`config.mk`:
```
export PLATFORM = sky130hd
export DESIGN_NAME = hz_interlock
export DESIGN_NICKNAME = d
export VERILOG_FILES = /design/src/rtl/hz_pkg.sv /design/src/rtl/hz_slot_track.sv /design/src/rtl/hz_src_cmp.sv /design/src/rtl/hz_interlock.sv
export SDC_FILE = /design/constraint.sdc
export NUM_CORES = 1
export LEC_CHECK = 0
export BUFFER_PORTS_ARGS = -buffer_cell sky130_fd_sc_hd__buf_2
export CAP_MARGIN = 0
export CORE_UTILIZATION = 45
export DETAILED_ROUTE_END_ITERATION = 10
export PLACE_DENSITY = 0.74
export SLEW_MARGIN = 20
export SYNTH_ARGS = -nofsm -noshare
export SYNTH_HDL_FRONTEND = slang
export SYNTH_SLANG_ARGS = --single-unit
```
`constraint.sdc`:
```
create_clock -name clk -period 2.5 [get_ports clk]
set_input_delay 0.25 -clock clk [delete_from_list [all_inputs] [get_ports clk]]
set_output_delay 0.25 -clock clk [all_outputs]
set_load 0.1 [all_outputs]
```
`src/rtl/hz_pkg.sv`:
```
package hz_pkg;

    parameter int HZ_REG_W = 5;

    typedef enum logic [1:0] {
        PK_NONE = 2'd0,
        PK_EXR  = 2'd1,
        PK_LOAD = 2'd2
    } prod_kind_e;

    typedef enum logic [1:0] {
        FW_RF  = 2'd0,
        FW_EX  = 2'd1,
        FW_EXD = 2'd2
    } fwd_sel_e;

    typedef struct packed {
        logic                valid;
        prod_kind_e          kind;
        logic [HZ_REG_W-1:0] dst;
    } slot_t;

    // A slot can satisfy a source only if it really writes a non-zero register.
    function automatic logic slot_hits(slot_t s, logic [HZ_REG_W-1:0] r);
        return s.valid && (s.kind != PK_NONE) && (s.dst != '0) && (s.dst == r);
    endfunction

    function automatic prod_kind_e decode_kind(logic [1:0] code);
        case (code)
            2'd1:    return PK_EXR;
            2'd2:    return PK_LOAD;
            default: return PK_NONE;
        endcase
    endfunction

endpackage

```
`src/rtl/hz_slot_track.sv`:
```
module hz_slot_track
    import hz_pkg::*;
(
    input  logic  clk,
    input  logic  rst,
    input  logic  flush,
    input  logic  adv_valid,
    input  slot_t ii_slot,
    output slot_t ex_q,
    output slot_t exd_q
);

    always_ff @(posedge clk) begin
        if (rst || flush) begin
            ex_q  <= '0;
            exd_q <= '0;
        end else begin
            ex_q  <= adv_valid ? ii_slot : '0;
            exd_q <= ex_q;
        end
    end

    AST_BUBBLE_ON_HOLD: assert property (@(posedge clk) disable iff (rst)
        !adv_valid |=> !ex_q.valid);

    AST_FLUSH_EMPTIES: assert property (@(posedge clk) disable iff (rst)
        flush |=> (!ex_q.valid && !exd_q.valid));

endmodule

```
`src/rtl/hz_src_cmp.sv`:
```
module hz_src_cmp
    import hz_pkg::*;
#(
    parameter bit IS_ADDR = 1'b0
) (
    input  logic                clk,
    input  logic                rst,
    input  logic                use_i,
    input  logic [HZ_REG_W-1:0] src,
    input  slot_t               ex_s,
    input  slot_t               exd_s,
    output logic                hold,
    output fwd_sel_e            fwd
);

    logic hit_ex;
    logic hit_exd;

    assign hit_ex  = use_i && slot_hits(ex_s, src);
    assign hit_exd = use_i && slot_hits(exd_s, src);

    generate
        if (IS_ADDR) begin : g_addr
            // Address is consumed in II: anything still in EX is too late,
            // a load in EXD is still too late, an EX-ready result in EXD is usable.
            always_comb begin
                hold = hit_ex || (hit_exd && (exd_s.kind == PK_LOAD));
                fwd  = (!hold && hit_exd) ? FW_EXD : FW_RF;
            end
        end else begin : g_data
            // Data is consumed in EX: only a load still in EX is too late.
            always_comb begin
                hold = hit_ex && (ex_s.kind == PK_LOAD);
                if (hit_ex)
                    fwd = hold ? FW_RF : FW_EX;
                else if (hit_exd)
                    fwd = FW_EXD;
                else
                    fwd = FW_RF;
            end
        end
    endgenerate

    AST_ZERO_REG_SILENT: assert property (@(posedge clk) disable iff (rst)
        (src == '0) |-> (!hold && fwd == FW_RF));

    AST_UNUSED_SILENT: assert property (@(posedge clk) disable iff (rst)
        !use_i |-> (!hold && fwd == FW_RF));

endmodule

```
`src/rtl/hz_interlock.sv`:
```
module hz_interlock
    import hz_pkg::*;
#(
    parameter int N_DAT = 2,
    localparam int REG_W = HZ_REG_W,
    localparam int SEL_W = 2
) (
    input  logic                     clk,
    input  logic                     rst,
    input  logic                     flush,
    input  logic                     ii_valid,
    input  logic [1:0]               ii_kind,
    input  logic [REG_W-1:0]         ii_dst,
    input  logic                     ii_addr_use,
    input  logic [REG_W-1:0]         ii_addr_src,
    input  logic [N_DAT-1:0]         ii_dat_use,
    input  logic [N_DAT*REG_W-1:0]   ii_dat_src,
    output logic                     stall,
    output logic [SEL_W-1:0]         addr_fwd,
    output logic [N_DAT*SEL_W-1:0]   dat_fwd
);

    slot_t    ii_slot;
    slot_t    ex_q;
    slot_t    exd_q;
    logic     addr_hold;
    fwd_sel_e addr_sel;
    logic     [N_DAT-1:0] dat_hold;
    fwd_sel_e dat_sel [N_DAT];
    logic     quiet;

    assign ii_slot.valid = ii_valid;
    assign ii_slot.kind  = decode_kind(ii_kind);
    assign ii_slot.dst   = ii_dst;

    hz_slot_track u_track (
        .clk       (clk),
        .rst       (rst),
        .flush     (flush),
        .adv_valid (ii_valid && !stall),
        .ii_slot   (ii_slot),
        .ex_q      (ex_q),
        .exd_q     (exd_q)
    );

    hz_src_cmp #(.IS_ADDR(1'b1)) u_addr_cmp (
        .clk   (clk),
        .rst   (rst),
        .use_i (ii_addr_use),
        .src   (ii_addr_src),
        .ex_s  (ex_q),
        .exd_s (exd_q),
        .hold  (addr_hold),
        .fwd   (addr_sel)
    );

    generate
        for (genvar k = 0; k < N_DAT; k++) begin : g_dat
            hz_src_cmp #(.IS_ADDR(1'b0)) u_dat_cmp (
                .clk   (clk),
                .rst   (rst),
                .use_i (ii_dat_use[k]),
                .src   (ii_dat_src[k*REG_W +: REG_W]),
                .ex_s  (ex_q),
                .exd_s (exd_q),
                .hold  (dat_hold[k]),
                .fwd   (dat_sel[k])
            );
            assign dat_fwd[k*SEL_W +: SEL_W] = quiet ? SEL_W'(FW_RF) : dat_sel[k];
        end
    endgenerate

    assign stall    = ii_valid && (addr_hold || (|dat_hold));
    assign quiet    = stall || !ii_valid;
    assign addr_fwd = quiet ? SEL_W'(FW_RF) : addr_sel;

    AST_STALL_NEEDS_VALID: assert property (@(posedge clk) disable iff (rst)
        stall |-> ii_valid);

    AST_FLUSH_NO_STALL: assert property (@(posedge clk) disable iff (rst)
        flush |=> !stall);

endmodule

```
; ---- Word level (Yosys, flattened, before mapping)
; Cells that the tools add are included.
[word_totals]
regBits = 16
inputBits = 29
word_cells = 63
[classes]
n_eq_ne = 10
muxes = 11
bitwise = 1
reduce_logical = 35
[ops]
columns = cell, n
row1 = == test 5 bit, 6
row2 = logical AND 1 bit, 22
row3 = 2-to-1 mux 2 bit, 8
row4 = nonzero test 5 bit, 2
row5 = == test 2 bit (second input constant), 3
row6 = logical OR 1 bit, 4
row7 = one-hot mux 2 bit (2 select lines), 1
row8 = nonzero test 2 bit, 2
row9 = OR reduction 2 bit, 2
row10 = zero test 1 bit, 3
row11 = == test 2 x 1 -> 1 bit (second input constant), 1
row12 = 2-to-1 mux 1 bit, 2
row13 = NOT 1 bit, 1

; ---- Depth between registers and ports, before layout
[depth]
depth_word = 13
ltp_mapped = 6

; ---- By module
; Synthesis repeated with hierarchy kept, for this count alone.
[hier_totals]
hier_cells = 121
area_unflattened_um2 = 1184.9
[modules_own_cells]
columns = module, instances, cells_each, area_each_um2, seq_area_each_um2
row1 = hz_slot_track, 1, 34, 533.0, 320.3
row2 = hz_src_cmp (g_dat[0].u_dat_cmp ...), 2, 25, 192.7, 0.0
row3 = hz_src_cmp (u_addr_cmp), 1, 27, 182.7, 0.0
row4 = hz_interlock, 1, 10, 83.8, 0.0

; ---- Worst setup path before layout
; OpenSTA, ideal clock, no wires.
[synth_path]
path_type = flip-flop to output port
start = register u_track.ex_q[3] (netlist name)
end = output dat_fwd[1]
arrival_ns = 4.008
required_ns = 2.250
path_slack_ns = -1.758
path_stages_with_launch = 6
n_path_buf = 0
cell_sequence = dfxtp_1 -> nor4_2 -> a21o_1 -> nand4b_2 -> nand2_1 -> nor4_1
[synth_via]
elab_chain_cells = 10
elab_cells_between_ends = 20
[synth_lines]
columns = item, line_no
row1 = nonzero test 5 bit, hz_pkg.sv:25  ; return s.valid && (s.kind != PK_NONE) && (s.dst != '0) && (s.dst == r);
row2 = logical AND 1 bit (2 in a row), hz_pkg.sv:25
row3 = logical AND 1 bit, hz_src_cmp.sv:19  ; assign hit_ex = use_i && slot_hits(ex_s, src);
row4 = logical AND 1 bit, hz_src_cmp.sv:33  ; hold = hit_ex && (ex_s.kind == PK_LOAD);
row5 = OR reduction 2 bit, hz_interlock.sv:73  ; assign stall = ii_valid && (addr_hold || (|dat_hold));
row6 = logical OR 1 bit, hz_interlock.sv:73
row7 = logical AND 1 bit, hz_interlock.sv:73
row8 = logical OR 1 bit, hz_interlock.sv:74  ; assign quiet = stall || !ii_valid;
row9 = 2-to-1 mux 2 bit (*), hz_interlock.sv:69  ; assign dat_fwd[k*SEL_W +: SEL_W] = quiet ? SEL_W'(FW_RF) : dat_sel[k];
row10 = to (decl), hz_interlock.sv:20  ; output logic [N_DAT*SEL_W-1:0] dat_fwd
; Mark *: on every way between the ends. The rest lies on a longest branch, timed or not.

; ---- Final worst setup path
[layout_path]
start = register u_track.ex_q[3] (netlist name)
end = output stall
[layout_via]
elab_chain_cells = 8
elab_cells_between_ends = 17
[layout_lines]
columns = item, line_no
row1 = nonzero test 5 bit, hz_pkg.sv:25
row2 = logical AND 1 bit (2 in a row), hz_pkg.sv:25
row3 = logical AND 1 bit, hz_src_cmp.sv:19
row4 = logical AND 1 bit, hz_src_cmp.sv:33
row5 = OR reduction 2 bit, hz_interlock.sv:73
row6 = logical OR 1 bit (*), hz_interlock.sv:73
row7 = logical AND 1 bit (*), hz_interlock.sv:73
row8 = to (decl), hz_interlock.sv:18  ; output logic stall,
; Marked as above.

==> results by group <==
Placement
  – Setup WS pre-CTS: 0.2755 ns
  – Post-detail-place hpwl: 1811 um
  – Placed inst area: 1241 um^2
  – PortBufs: 34
  – Final Wtd Congestion: 0.9516

Critical path
  – Critical R2R Capture: u_track.ex_q[1]
  – Worst Setup End Kind: primary output
  – Reg2Reg Setup Slack: 0.64 ns
  – CP startpoint kind: flop
  – Setup CP Type: flop to primary output
  – Worst-case reg-to-reg path depth: 6
  – Reg2reg start: u_track.ex_q[3]
  – Arrival time worst endpoint: 2.14 ns
  – CP startpoint: u_track.ex_q[3]
  – Critical Path RT: 2.25 ns
  – CP Max Fanout: 5

Synth
  – Ys async rst share: 0
  – Yosys warns: 0
  – Largest area contributor in the synthesized netlist: dfxtp_1
  – Mapped cell area: 996.0 um^2
  – Syn_area_per_cell: 8.973 um^2
  – Most frequent cells after synthesis: 24 x xor2_1, 16 x dfxtp_1, 10 x nor3_1, 9 x nor4_1, 8 x nand2_1
  – Synth Instances: 111
  – Synth top area share: 0.3216
  – Syn nets: 140
  – Count leader, synth: xor2_1
  – Synthesized flop and latch total: 16
  – Prevailing post-synth register cell: dfxtp_1
  – Synth top area cells: dfxtp_1 32%, xor2_1 21%, nor4_1 5.7%
  – Netlist cell types: 26
  – Number of synthesized flops with an enable pin: 0
  – Seq/Total Area, Yosys: 0.3216

Drt
  – Routed WL: 2324 um
  – Vias per inst: 5.287
  – WL per Instance: 13.36 um
  – Iter 0 DRT Violations: 12
  – Total number of vias: 920
  – Post-route DRC: 0
  – Antenna viol nets, final: 0
  – Drt pass-1 iters: 4

Floorplan
  – Site row count: 16
  – IO Count: 36
  – Width of the die: 49.05 um
  – Die ar.: 2405 um^2
  – Starting density of the core: 0.4926
  – Die height: 49.05 um
  – Core area: 2022 um^2

Global route
  – Number of global-route vias before repair: 896
  – First-pass GRT wire length: 3774 um
  – GRT Overall Usage: 0.2083
  – GR Overflow Total: 0
  – Initial antenna violation count: 0
  – Largest net degree at the start of global routing: 15

CTS
  – Post-CTS setup buffers: 0
  – Clock Pin Slew Worst Setup and Hold Paths: 0.09 ns
  – Max clock buf depth: 2
  – Total clock sinks: 16
  – Clk Latency, worst-skew pair: 0.28 ns
  – Clock H-tree levels: 1
  – TritonCTS clock tree: done
  – Total CTS buffers: 3
  – CTS Hold Bufs: 0
  – Root cell of the clock tree: clkbuf_4

Layout
  – Fraction of layout cells with a size suffix above 1: 0.3741
  – Nets: 177
  – Final core occ: 0.6658
  – Antenna diodes: 0
  – Fin area: 1346 um^2
  – Fillers: 167
  – P&R area growth vs syn: 35.18%

Timing
  – PnR worst setup slack: 0.1091 ns
  – Slew Limit Fails: 0
  – Clock Skew: 0.001808 ns
  – Final setup TNS: 0 ns
  – Relative slew slack: 0.5301
  – Hold_ws: 0.1605 ns
  – Final Hold Viols: 0
  – Final period utilization: 0.9564
  – Worst-Margin Slew: 0.7023 ns
  – Min cycle time layout: 2.391 ns
  – Final setup viols: 0
  – Peak Freq: 0.4183 GHz

Power and ir drop
  – Max IR drop VDD: 0.3361 mV
  – Power Density: 385.8 nW/um^2
  – Leak Pwr: 0.5824 nW

Hold path
  – Worst Hold End: u_track.ex_q[7]
  – Hold/Removal Path Class: input port to flop
  – Hold path cells: 2
  – Hold path startpoint: flush

Run
  – Max-cap violation count: 0

Outcome
  – Status: complete, no violations
==> critical path, cell delays in order, from the launching register on <==
cell	delay (ns)
dfxtp_1	0.51
xor2_1	0.11
nor4_1	0.30
nand3_1	0.28
a21oi_4	0.29
o21a_1	0.19
buf_12	0.18
==> layout by cell type, fill, tap and decap left out, types with 3 or more instances in the layout <==
| cell | netlist | final |
|---|---|---|
| nand2_1 | 8 | 8 |
| xnor2_1 | 6 | 6 |
| buf_6 | 1 | 3 |
| and2_1 | 7 | 7 |
| xor2_1 | 24 | 24 |
| nor3_1 | 10 | 8 |
| clkbuf_4 | 0 | 4 |
| inv_1 | 3 | 3 |
| nand3b_1 | 4 | 4 |
| dfxtp_1 | 16 | 14 |
| nor4_1 | 9 | 4 |
| buf_2 | 0 | 28 |
| nor4_2 | 3 | 6 |
==> logic make-up (layout without fill, tap and decap cells) <==
group	after synthesis	after routing	share of synthesized area
XOR/XNOR	30	30	0.2638
buffers and inverters	6	42	0.03392
other	1	1	0.003765
AO/OA/AOI/OAI	10	10	0.06911
flip-flops	16	16	0.3216
AND/OR/NAND/NOR	48	48	0.3078
==> layout make-up <==
class | count | area (um^2) | share of cell area
sequential | 16 | 322.8 | 0.2398
timing repair buffer | 35 | 216.5 | 0.1608
multi-input combinational | 89 | 725.7 | 0.5390
clock buffer | 4 | 36.28 | 0.02695
inverter | 3 | 11.26 | 0.008364
tap | 27 | 33.78 | 0.02509
==> metrics by stage <==
step / power, mW / std cells
floorplan: 0.3183 / 111
global placement: 0.3546 / 170
finish: 0.5194 / 174
global route: 0.5476 / 174
detailed placement: 0.3569 / 170
CTS: 0.5205 / 174
==> state kept, by name (all words and copies together), names as in the netlist <==
signal / flops
u_track.ex_q: 8
u_track.exd_q: 8
==> metal layers <==
| metal | routed length (um) | part of all wire | global-route usage | up-vias |
|---|---|---|---|---|
| met5 | 0 | 0 | 0 | - |
| met4 | 51 | 0.022 | 0.1275 | 0 |
| met3 | 129 | 0.056 | 0.03427 | 6 |
| met2 | 1104 | 0.48 | 0.3588 | 43 |
| met1 | 1039 | 0.45 | 0.2390 | 407 |
| li1 | - | - | - | 464 |
==> worst max-delay path by stage <==
stage                  to  slack (ns)
2_1_floorplan  dat_fwd[1]       -0.61
3_3_place_gp   dat_fwd[3]        0.35
3_5_place_dp   dat_fwd[3]        0.28
4_1_cts        dat_fwd[2]        0.03
5_1_grt        dat_fwd[1]       -0.04
6_report            stall        0.11
==> where the power goes <==
part / internal [mW] / leakage, nW / switching (mW) / total (mW)
Sequential: 0.259 / 0.131 / 0.00760 / 0.267
Clock: 0.0885 / 0.0210 / 0.0745 / 0.163
Combinational: 0.0403 / 0.431 / 0.0490 / 0.0893
Total: 0.388 / 0.582 / 0.131 / 0.519
==> what timing repair did <==
action | CTS | global route
resized for setup | 4 | 12
endpoints found under the setup margin | 4 | 6
endpoints found under the hold margin | 0 | 0
pin swaps | 0 | 2
No activity file was read; power rests on OpenSTA's default activity.
